`config.mk`:
```
export PLATFORM = sky130hd
export DESIGN_NAME = bitplane_row_unpacker
export DESIGN_NICKNAME = d
export VERILOG_FILES = /design/src/rtl/bprow_pkg.sv /design/src/rtl/bprow_offset_gen.sv /design/src/rtl/bprow_plane_store.sv /design/src/rtl/bprow_pixel_form.sv /design/src/rtl/bitplane_row_unpacker.sv
export SDC_FILE = /design/constraint.sdc
export NUM_CORES = 1
export LEC_CHECK = 0
export CAP_MARGIN = 20
export CORE_MARGIN = 5
export CORE_UTILIZATION = 49
export CTS_CLUSTER_DIAMETER = 50
export DETAILED_ROUTE_END_ITERATION = 10
export GPL_TIMING_DRIVEN = 0
export PLACE_DENSITY = 0.76
export SLEW_MARGIN = 10
export SYNTH_ARGS = -nofsm -noshare
export SYNTH_HDL_FRONTEND = slang
export SYNTH_SLANG_ARGS = --single-unit
```
`constraint.sdc`:
```
create_clock -name clk -period 4.1 [get_ports clk]
set_input_delay 0.82 -clock clk [delete_from_list [all_inputs] [get_ports clk]]
set_output_delay 0.82 -clock clk [all_outputs]
set_load 0.02 [all_outputs]
```
`src/rtl/bprow_pkg.sv`:
```
package bprow_pkg;
  localparam int TILE_ROWS   = 8;
  localparam int ROW_PIX     = 8;
  localparam int MAX_PLANES  = 8;
  localparam int PAIR_STRIDE = 2 * TILE_ROWS;
  localparam int ROW_W       = $clog2(TILE_ROWS);
  localparam int OFF_W       = $clog2((MAX_PLANES / 2) * PAIR_STRIDE);
  localparam int CNT_W       = $clog2(MAX_PLANES);
  localparam int IDX_W       = MAX_PLANES;
  localparam int PIX_VEC_W   = ROW_PIX * IDX_W;
  localparam int PLANE_VEC_W = MAX_PLANES * ROW_PIX;

  typedef enum logic [1:0] {
    DEP_2BPP     = 2'd0,
    DEP_4BPP     = 2'd1,
    DEP_8BPP     = 2'd2,
    DEP_8BPP_ALT = 2'd3
  } depth_e;

  typedef enum logic [1:0] {
    ST_IDLE = 2'd0,
    ST_REQ  = 2'd1,
    ST_WAIT = 2'd2,
    ST_FIN  = 2'd3
  } ctl_state_e;

  function automatic logic [CNT_W:0] planes_of(input logic [1:0] code);
    case (code)
      DEP_2BPP: planes_of = (CNT_W+1)'(2);
      DEP_4BPP: planes_of = (CNT_W+1)'(4);
      default:  planes_of = (CNT_W+1)'(MAX_PLANES);
    endcase
  endfunction
endpackage

```
`src/rtl/bprow_offset_gen.sv`:
```
module bprow_offset_gen
  import bprow_pkg::*;
(
  input  logic [CNT_W-1:0] fetch_idx,
  input  logic [ROW_W-1:0] row,
  input  logic             vflip,
  output logic [OFF_W-1:0] offset
);
  logic [ROW_W-1:0] eff_row;

  always_comb begin
    eff_row = vflip ? (ROW_W'(TILE_ROWS - 1) - row) : row;
    offset  = OFF_W'(fetch_idx >> 1) * OFF_W'(PAIR_STRIDE)
            + OFF_W'({eff_row, 1'b0})
            + OFF_W'(fetch_idx[0]);
  end
endmodule

```
`src/rtl/bprow_plane_store.sv`:
```
module bprow_plane_store
  import bprow_pkg::*;
(
  input  logic                   clk,
  input  logic                   rst_n,
  input  logic                   clr,
  input  logic                   we,
  input  logic [CNT_W-1:0]       wsel,
  input  logic [ROW_PIX-1:0]     wdata,
  output logic [PLANE_VEC_W-1:0] planes
);
  for (genvar g = 0; g < MAX_PLANES; g++) begin : g_plane
    logic [ROW_PIX-1:0] plane_q;
    logic [ROW_PIX-1:0] plane_d;
    logic               plane_en;

    always_comb begin
      plane_en = clr || (we && (wsel == CNT_W'(g)));
      plane_d  = clr ? '0 : wdata;
    end

    always_ff @(posedge clk or negedge rst_n) begin
      if (!rst_n)        plane_q <= '0;
      else if (plane_en) plane_q <= plane_d;
    end

    assign planes[g*ROW_PIX +: ROW_PIX] = plane_q;
  end
endmodule

```
`src/rtl/bprow_pixel_form.sv`:
```
module bprow_pixel_form
  import bprow_pkg::*;
(
  input  logic [PLANE_VEC_W-1:0] planes,
  input  logic                   hflip,
  input  logic [CNT_W:0]         nplanes,
  output logic [PIX_VEC_W-1:0]   pix
);
  always_comb begin
    pix = '0;
    for (int p = 0; p < ROW_PIX; p++) begin
      for (int b = 0; b < IDX_W; b++) begin
        if (b < int'(nplanes)) begin
          pix[p*IDX_W + b] = hflip ? planes[b*ROW_PIX + p]
                                   : planes[b*ROW_PIX + (ROW_PIX - 1 - p)];
        end
      end
    end
  end
endmodule

```
`src/rtl/bitplane_row_unpacker.sv`:
```
module bitplane_row_unpacker
  import bprow_pkg::*;
(
  input  logic                 clk,
  input  logic                 rst_n,
  input  logic                 start,
  input  logic [ROW_W-1:0]     row,
  input  logic                 hflip,
  input  logic                 vflip,
  input  logic [1:0]           depth,
  output logic                 busy,
  output logic                 req_valid,
  output logic [OFF_W-1:0]     req_offset,
  input  logic                 rd_valid,
  input  logic [ROW_PIX-1:0]   rd_data,
  output logic                 done,
  output logic [PIX_VEC_W-1:0] pix_idx
);
  // reset: asserted asynchronously, released on a clock edge
  logic [1:0] rst_sync_q;
  logic       rst_int_n;

  always_ff @(posedge clk or negedge rst_n) begin
    if (!rst_n) rst_sync_q <= '0;
    else        rst_sync_q <= {rst_sync_q[0], 1'b1};
  end
  assign rst_int_n = rst_sync_q[1];

  ctl_state_e           state_q, state_d;
  logic [CNT_W-1:0]     cnt_q, cnt_d;
  logic [ROW_W-1:0]     row_q;
  logic                 hflip_q, vflip_q;
  logic [CNT_W:0]       nplanes_q;
  logic                 cfg_ld, clr, we, out_en;
  logic                 done_q, done_d;
  logic [PIX_VEC_W-1:0] pix_q, pix_form;
  logic [PLANE_VEC_W-1:0] planes;

  // next-state logic
  always_comb begin
    state_d = state_q;
    cnt_d   = cnt_q;
    cfg_ld  = 1'b0;
    clr     = 1'b0;
    we      = 1'b0;
    out_en  = 1'b0;
    done_d  = 1'b0;
    case (state_q)
      ST_IDLE: if (start) begin
        cfg_ld  = 1'b1;
        clr     = 1'b1;
        cnt_d   = '0;
        state_d = ST_REQ;
      end
      ST_REQ: state_d = ST_WAIT;
      ST_WAIT: if (rd_valid) begin
        we = 1'b1;
        if ({1'b0, cnt_q} == nplanes_q - 1'b1) begin
          state_d = ST_FIN;
        end else begin
          cnt_d   = cnt_q + 1'b1;
          state_d = ST_REQ;
        end
      end
      ST_FIN: begin
        out_en  = 1'b1;
        done_d  = 1'b1;
        state_d = ST_IDLE;
      end
      default: state_d = ST_IDLE;
    endcase
  end

  // registers
  always_ff @(posedge clk or negedge rst_int_n) begin
    if (!rst_int_n) begin
      state_q <= ST_IDLE;
      cnt_q   <= '0;
      done_q  <= 1'b0;
    end else begin
      state_q <= state_d;
      cnt_q   <= cnt_d;
      done_q  <= done_d;
    end
  end

  always_ff @(posedge clk or negedge rst_int_n) begin
    if (!rst_int_n) begin
      row_q     <= '0;
      hflip_q   <= 1'b0;
      vflip_q   <= 1'b0;
      nplanes_q <= (CNT_W+1)'(2);
    end else if (cfg_ld) begin
      row_q     <= row;
      hflip_q   <= hflip;
      vflip_q   <= vflip;
      nplanes_q <= planes_of(depth);
    end
  end

  always_ff @(posedge clk or negedge rst_int_n) begin
    if (!rst_int_n)  pix_q <= '0;
    else if (out_en) pix_q <= pix_form;
  end

  bprow_offset_gen u_offset (
    .fetch_idx (cnt_q),
    .row       (row_q),
    .vflip     (vflip_q),
    .offset    (req_offset)
  );

  bprow_plane_store u_store (
    .clk    (clk),
    .rst_n  (rst_int_n),
    .clr    (clr),
    .we     (we),
    .wsel   (cnt_q),
    .wdata  (rd_data),
    .planes (planes)
  );

  bprow_pixel_form u_form (
    .planes  (planes),
    .hflip   (hflip_q),
    .nplanes (nplanes_q),
    .pix     (pix_form)
  );

  assign busy      = (state_q != ST_IDLE);
  assign req_valid = (state_q == ST_REQ);
  assign done      = done_q;
  assign pix_idx   = pix_q;

  AST_REQ_ONE_CYCLE: assert property (@(posedge clk) disable iff (!rst_n)
    req_valid |=> !req_valid);
  AST_REQ_WHILE_BUSY: assert property (@(posedge clk) disable iff (!rst_n)
    req_valid |-> busy);
  AST_DONE_ONE_CYCLE: assert property (@(posedge clk) disable iff (!rst_n)
    done |=> !done);
  AST_PIX_HOLD: assert property (@(posedge clk) disable iff (!rst_n)
    !done |=> (done || $stable(pix_idx)));
  AST_OFFSET_IN_TILE: assert property (@(posedge clk) disable iff (!rst_n)
    req_valid |-> (int'(req_offset) < int'(nplanes_q) * (PAIR_STRIDE / 2)));
  AST_IDLE_QUIET: assert property (@(posedge clk) disable iff (!rst_n)
    !busy |-> !req_valid);
endmodule

```
==> impl_summary.md <==
Clocking
Post-CTS repair changed the size of 0 cells. The total number of clock tree sinks is 144. Clock-pin slew was measured on the worst setup and hold paths at 0.06 ns.

The tree is rooted in a clkbuf_16. The clock tree from TritonCTS is built. No sink is reached through more buffers than the 2 on the longest clock path.

The number of CTS-inserted buffers is 17. The number of H-tree levels is 4. The number of hold buffers added after CTS was 0.

The clock network latency to the later pin of the worst-skew pair is 0.43 ns. After clock tree synthesis, the setup repair step added 0 buffers.

Layout
The final cell utilization of the core is 0.633. The number of nets in the final layout is 787. The fraction of layout cells with a size suffix above 1 is 0.0788.

The library cell used most frequently in the layout, excluding fill and tap cells, is dfrtp_1. The count of antenna diodes in the layout is 0. Counting the fill cells in the layout gives 1034. After routing the design area is 0.00832 mm2. The area growth from synthesis to layout is 27.3%. Once layout is complete, the cells apart from fillers number 950.

The library cells used most frequently in the layout, excluding fill and tap cells, are dfrtp_1, nand2_1, o21ai_0.

STA
The clock period could shrink to 2.88 ns. The final worst clock skew is 0.0105 ns. The number of hold violations in the final report is 0. The final cycle utilization of the critical path is 0.703.

Setup total negative slack on the finished layout was measured at 0 ns. Setup repair after global routing left no endpoint under its margin. The max-slew violation count was 0. Timing would allow up to 347 MHz. The transition time at the pin with the least slew margin is 1.15 ns. In this run the tightest slew margin relative to its limit is 0.224. The count of endpoints failing setup in the final report is 0.

Die
In this run the horizontal extent of the chip is 125 um. The total core area is 0.0131 mm2. The number of placement rows is 42.

During I/O placement, the number of pins put on the boundary was 92. The die is 125 um tall. For this configuration, the core starts out at a cell density of 0.497. The floorplan step defined a die boundary enclosing 0.0157 mm2.

Logic synthesis
In this run, synthesis produced a sequential element count of 144. After synthesis, the mean cell area works out to 9.94 um2. The synthesis warning total is 0. Counting distinct cell types in the post-synthesis netlist gives 38. Counting every instance in the synthesized netlist gives 657. The count of flip-flops with a built-in enable after synthesis is 0. In the synthesized netlist the dominant register cell turns out to be dfrtp_1. For this run, asynchronously set or reset flops after synthesis account for 1.00. Of the synthesized area, sequential elements account for 0.552. The post-synthesis instance area is 0.00653 mm2.

When the netlist entered floorplanning its net count stood at 683.

Power and ir drop
The combinational cell fraction of total power is 0.344. Summed over all cells, the static leakage comes to 0.00367 uW. Power spread over the standard cell area amounts to 680 mW/mm2. Of the total power, the share spent switching nets is 0.354. The maximum resistive drop on vdd is 0.000414 V. The share of total power dissipated in the clock network is 0.310. The sequential power share is 0.346. The analysis attributes to net switching a power of 2000 uW. The internal power of the cells totals 3650 uW.

Critical path
For this design, the slowest cell found on the critical path is clkdlybuf4s50_1. The data arrival time of the critical path is 2.06 ns. STA puts the critical path data required time at 3.28 ns. The maximum fanout count along the critical path is 10. The critical path startpoint category is a flop.

The startpoint identified for the worst register-to-register timing path is cnt_q[2]. The number of buffers and inverters on the critical path is 3. The cell family contributing the most delay on the critical path is buffers and inverters.

The critical path is of the flop to output port type. The worst setup path is captured at an output port. The worst register-to-register path has a setup slack of 1.45 ns. The path depth of the worst reg2reg path is 7. The highest cell delay on the worst timing path is 0.60 ns. Traced cell by cell, the critical path runs through buf_6 > clkbuf_1 > or2_2 > clkdlybuf4s50_1. The endpoint of the most critical register-to-register path is u_store.g_plane[3].plane_q[6].

Placement
The total placed instance area is 0.00764 mm2. Counting tap cells, the placed design contains a total of 918 instances. The final RePlAce weighted congestion is 0.888. The count of input and output buffers is 83. Once detailed placement completed, the half-perimeter wirelength came to 12.5 mm.

Job
The tool flagged a number of max-cap violations equal to 0.

Global routing
For this run, the total global-route usage over all layers was measured as 0.240. The initial antenna violation count is 0. The first global-routing pass estimated 29.9 mm of wire. The maximum number of pins on one net before global-route repair is 62. For this run the aggregate overflow at the end of global routing stands at 0.

The via count of the first global-routing pass is 5542.

Route
The average detailed-routed wire length per instance is 19.6 um. The average vias per placed instance is 5.74. For this block, the initial DRC count from the detailed router was 544. The post-detailed-routing wire length is 18.6 mm. The detailed-routing iteration count for the pre-antenna-repair pass is 8. The remaining antenna violation count is 0.

The total via count after detailed routing is 5454. The residual DRC count is 0.

Min path
The tightest min-delay check is of the flop to async pin type.

Status
The flow ran to the end, and the final reports show no timing, DRC or antenna violations.
==> cells in the mapped netlist (2+ instances only) <==
| cell type | n | share of area |
|---|---|---|
| buf_1 | 3 | 0.0017 |
| and2_0 | 2 | 0.0019 |
| ha_1 | 7 | 0.013 |
| inv_1 | 13 | 0.0075 |
| xor2_1 | 5 | 0.0067 |
| clkbuf_1 | 36 | 0.021 |
| a21oi_1 | 24 | 0.018 |
| mux2i_1 | 74 | 0.11 |
| nand4_1 | 3 | 0.0029 |
| nand4b_1 | 2 | 0.0027 |
| nand2b_1 | 3 | 0.0029 |
| o211ai_1 | 2 | 0.0023 |
| buf_2 | 15 | 0.011 |
| or3_1 | 2 | 0.0019 |
| nand3_1 | 48 | 0.037 |
| dfrtp_1 | 143 | 0.55 |
| and3b_1 | 2 | 0.0027 |
| buf_6 | 2 | 0.0034 |
| nand2_1 | 125 | 0.072 |
| nor2_1 | 3 | 0.0017 |
| o21ai_0 | 116 | 0.089 |
| and4b_1 | 5 | 0.0077 |
| mux2_2 | 6 | 0.010 |
| and2_1 | 2 | 0.0019 |
==> worst max path at each step <==
| stage | from | to | depth (start not counted) |
|---|---|---|---|
| 2_1_floorplan | rst_sync_q[1] | cnt_q[0] | 0 |
| 3_3_place_gp | rst_sync_q[1] | pix_idx[31] | 0 |
| 3_5_place_dp | start | u_store.g_plane[4].plane_q[5] | 5 |
| 4_1_cts | state_q[0] | busy | 4 |
| 5_1_grt | state_q[0] | busy | 4 |
| 6_report | state_q[0] | busy | 4 |
==> power by group through the flow <==
stage               Clock, uW  Combinational, uW  Sequential [uW]
finish                   1750               1950             1950
global route             1820               2080             2000
CTS                      1760               1940             1950
detailed placement          0               1920             1970
global placement            0               1860             1970
floorplan                   0               1020             2090
==> worst reg2reg max path, stage by stage (launching register included) <==
cell and delay, ns:
dfrtp_1 0.46, clkbuf_1 0.28, inv_1 0.27, clkbuf_1 0.43, ha_1 0.23, nand3_1 0.09, a21oi_2 0.54, mux2i_1 0.28
==> logic make-up (layout without fill, tap and decap cells) <==
logic type      count (synthesis)  in the layout  share of synthesized area
compound gates                146            146                      0.114
other cells                     1              1                   0.000574
simple gates                  203            203                      0.143
buf+inv                        70            187                     0.0454
xor+xnor                        6              6                    0.00805
flops                         144            144                      0.552
mux                            80             80                      0.124
fa+ha+maj                       7              7                     0.0134
==> flip-flops by register name (all words and copies together) (netlist names) <==
signal,cells
state_q,2
nplanes_q,3
row_q,3
rst_sync_q,2
pix_idx,64
hflip_q,1
vflip_q,1
cnt_q,3
done,1
u_store.g_plane.plane_q,64
==> per-stage QoR <==
stage          hold WS (ns)  power (uW)  setup WS (ns)
2_1_floorplan         0.331        3120           1.71
3_3_place_gp          0.336        3830          0.997
3_5_place_dp          0.245        3890           1.51
4_1_cts               0.250        5650           1.22
5_1_grt               0.277        5900           1.13
6_report              0.238        5650           1.22
==> routing by layer <==
| layer | track usage | vias to the layer above | routed length (um) |
|---|---|---|---|
| met4 | 0.0989 | 0 | 631 |
| li1 | - | 2466 | - |
| met2 | 0.407 | 268 | 9180 |
| met1 | 0.304 | 2662 | 7540 |
| met3 | 0.0465 | 58 | 1280 |
| met5 | 0 | - | 0 |
==> final cells by class <==
type | count | area (um2) | area share
inverter | 14 | 52.6 | 0.00632
tap | 176 | 220 | 0.0265
clock inverter | 8 | 174 | 0.0209
buffer | 56 | 244 | 0.0293
timing repair buffer | 85 | 886 | 0.107
multi-input combinational | 443 | 2630 | 0.316
clock buffer | 24 | 502 | 0.0603
sequential | 144 | 3610 | 0.434
(Power assumes the default switching activity.)
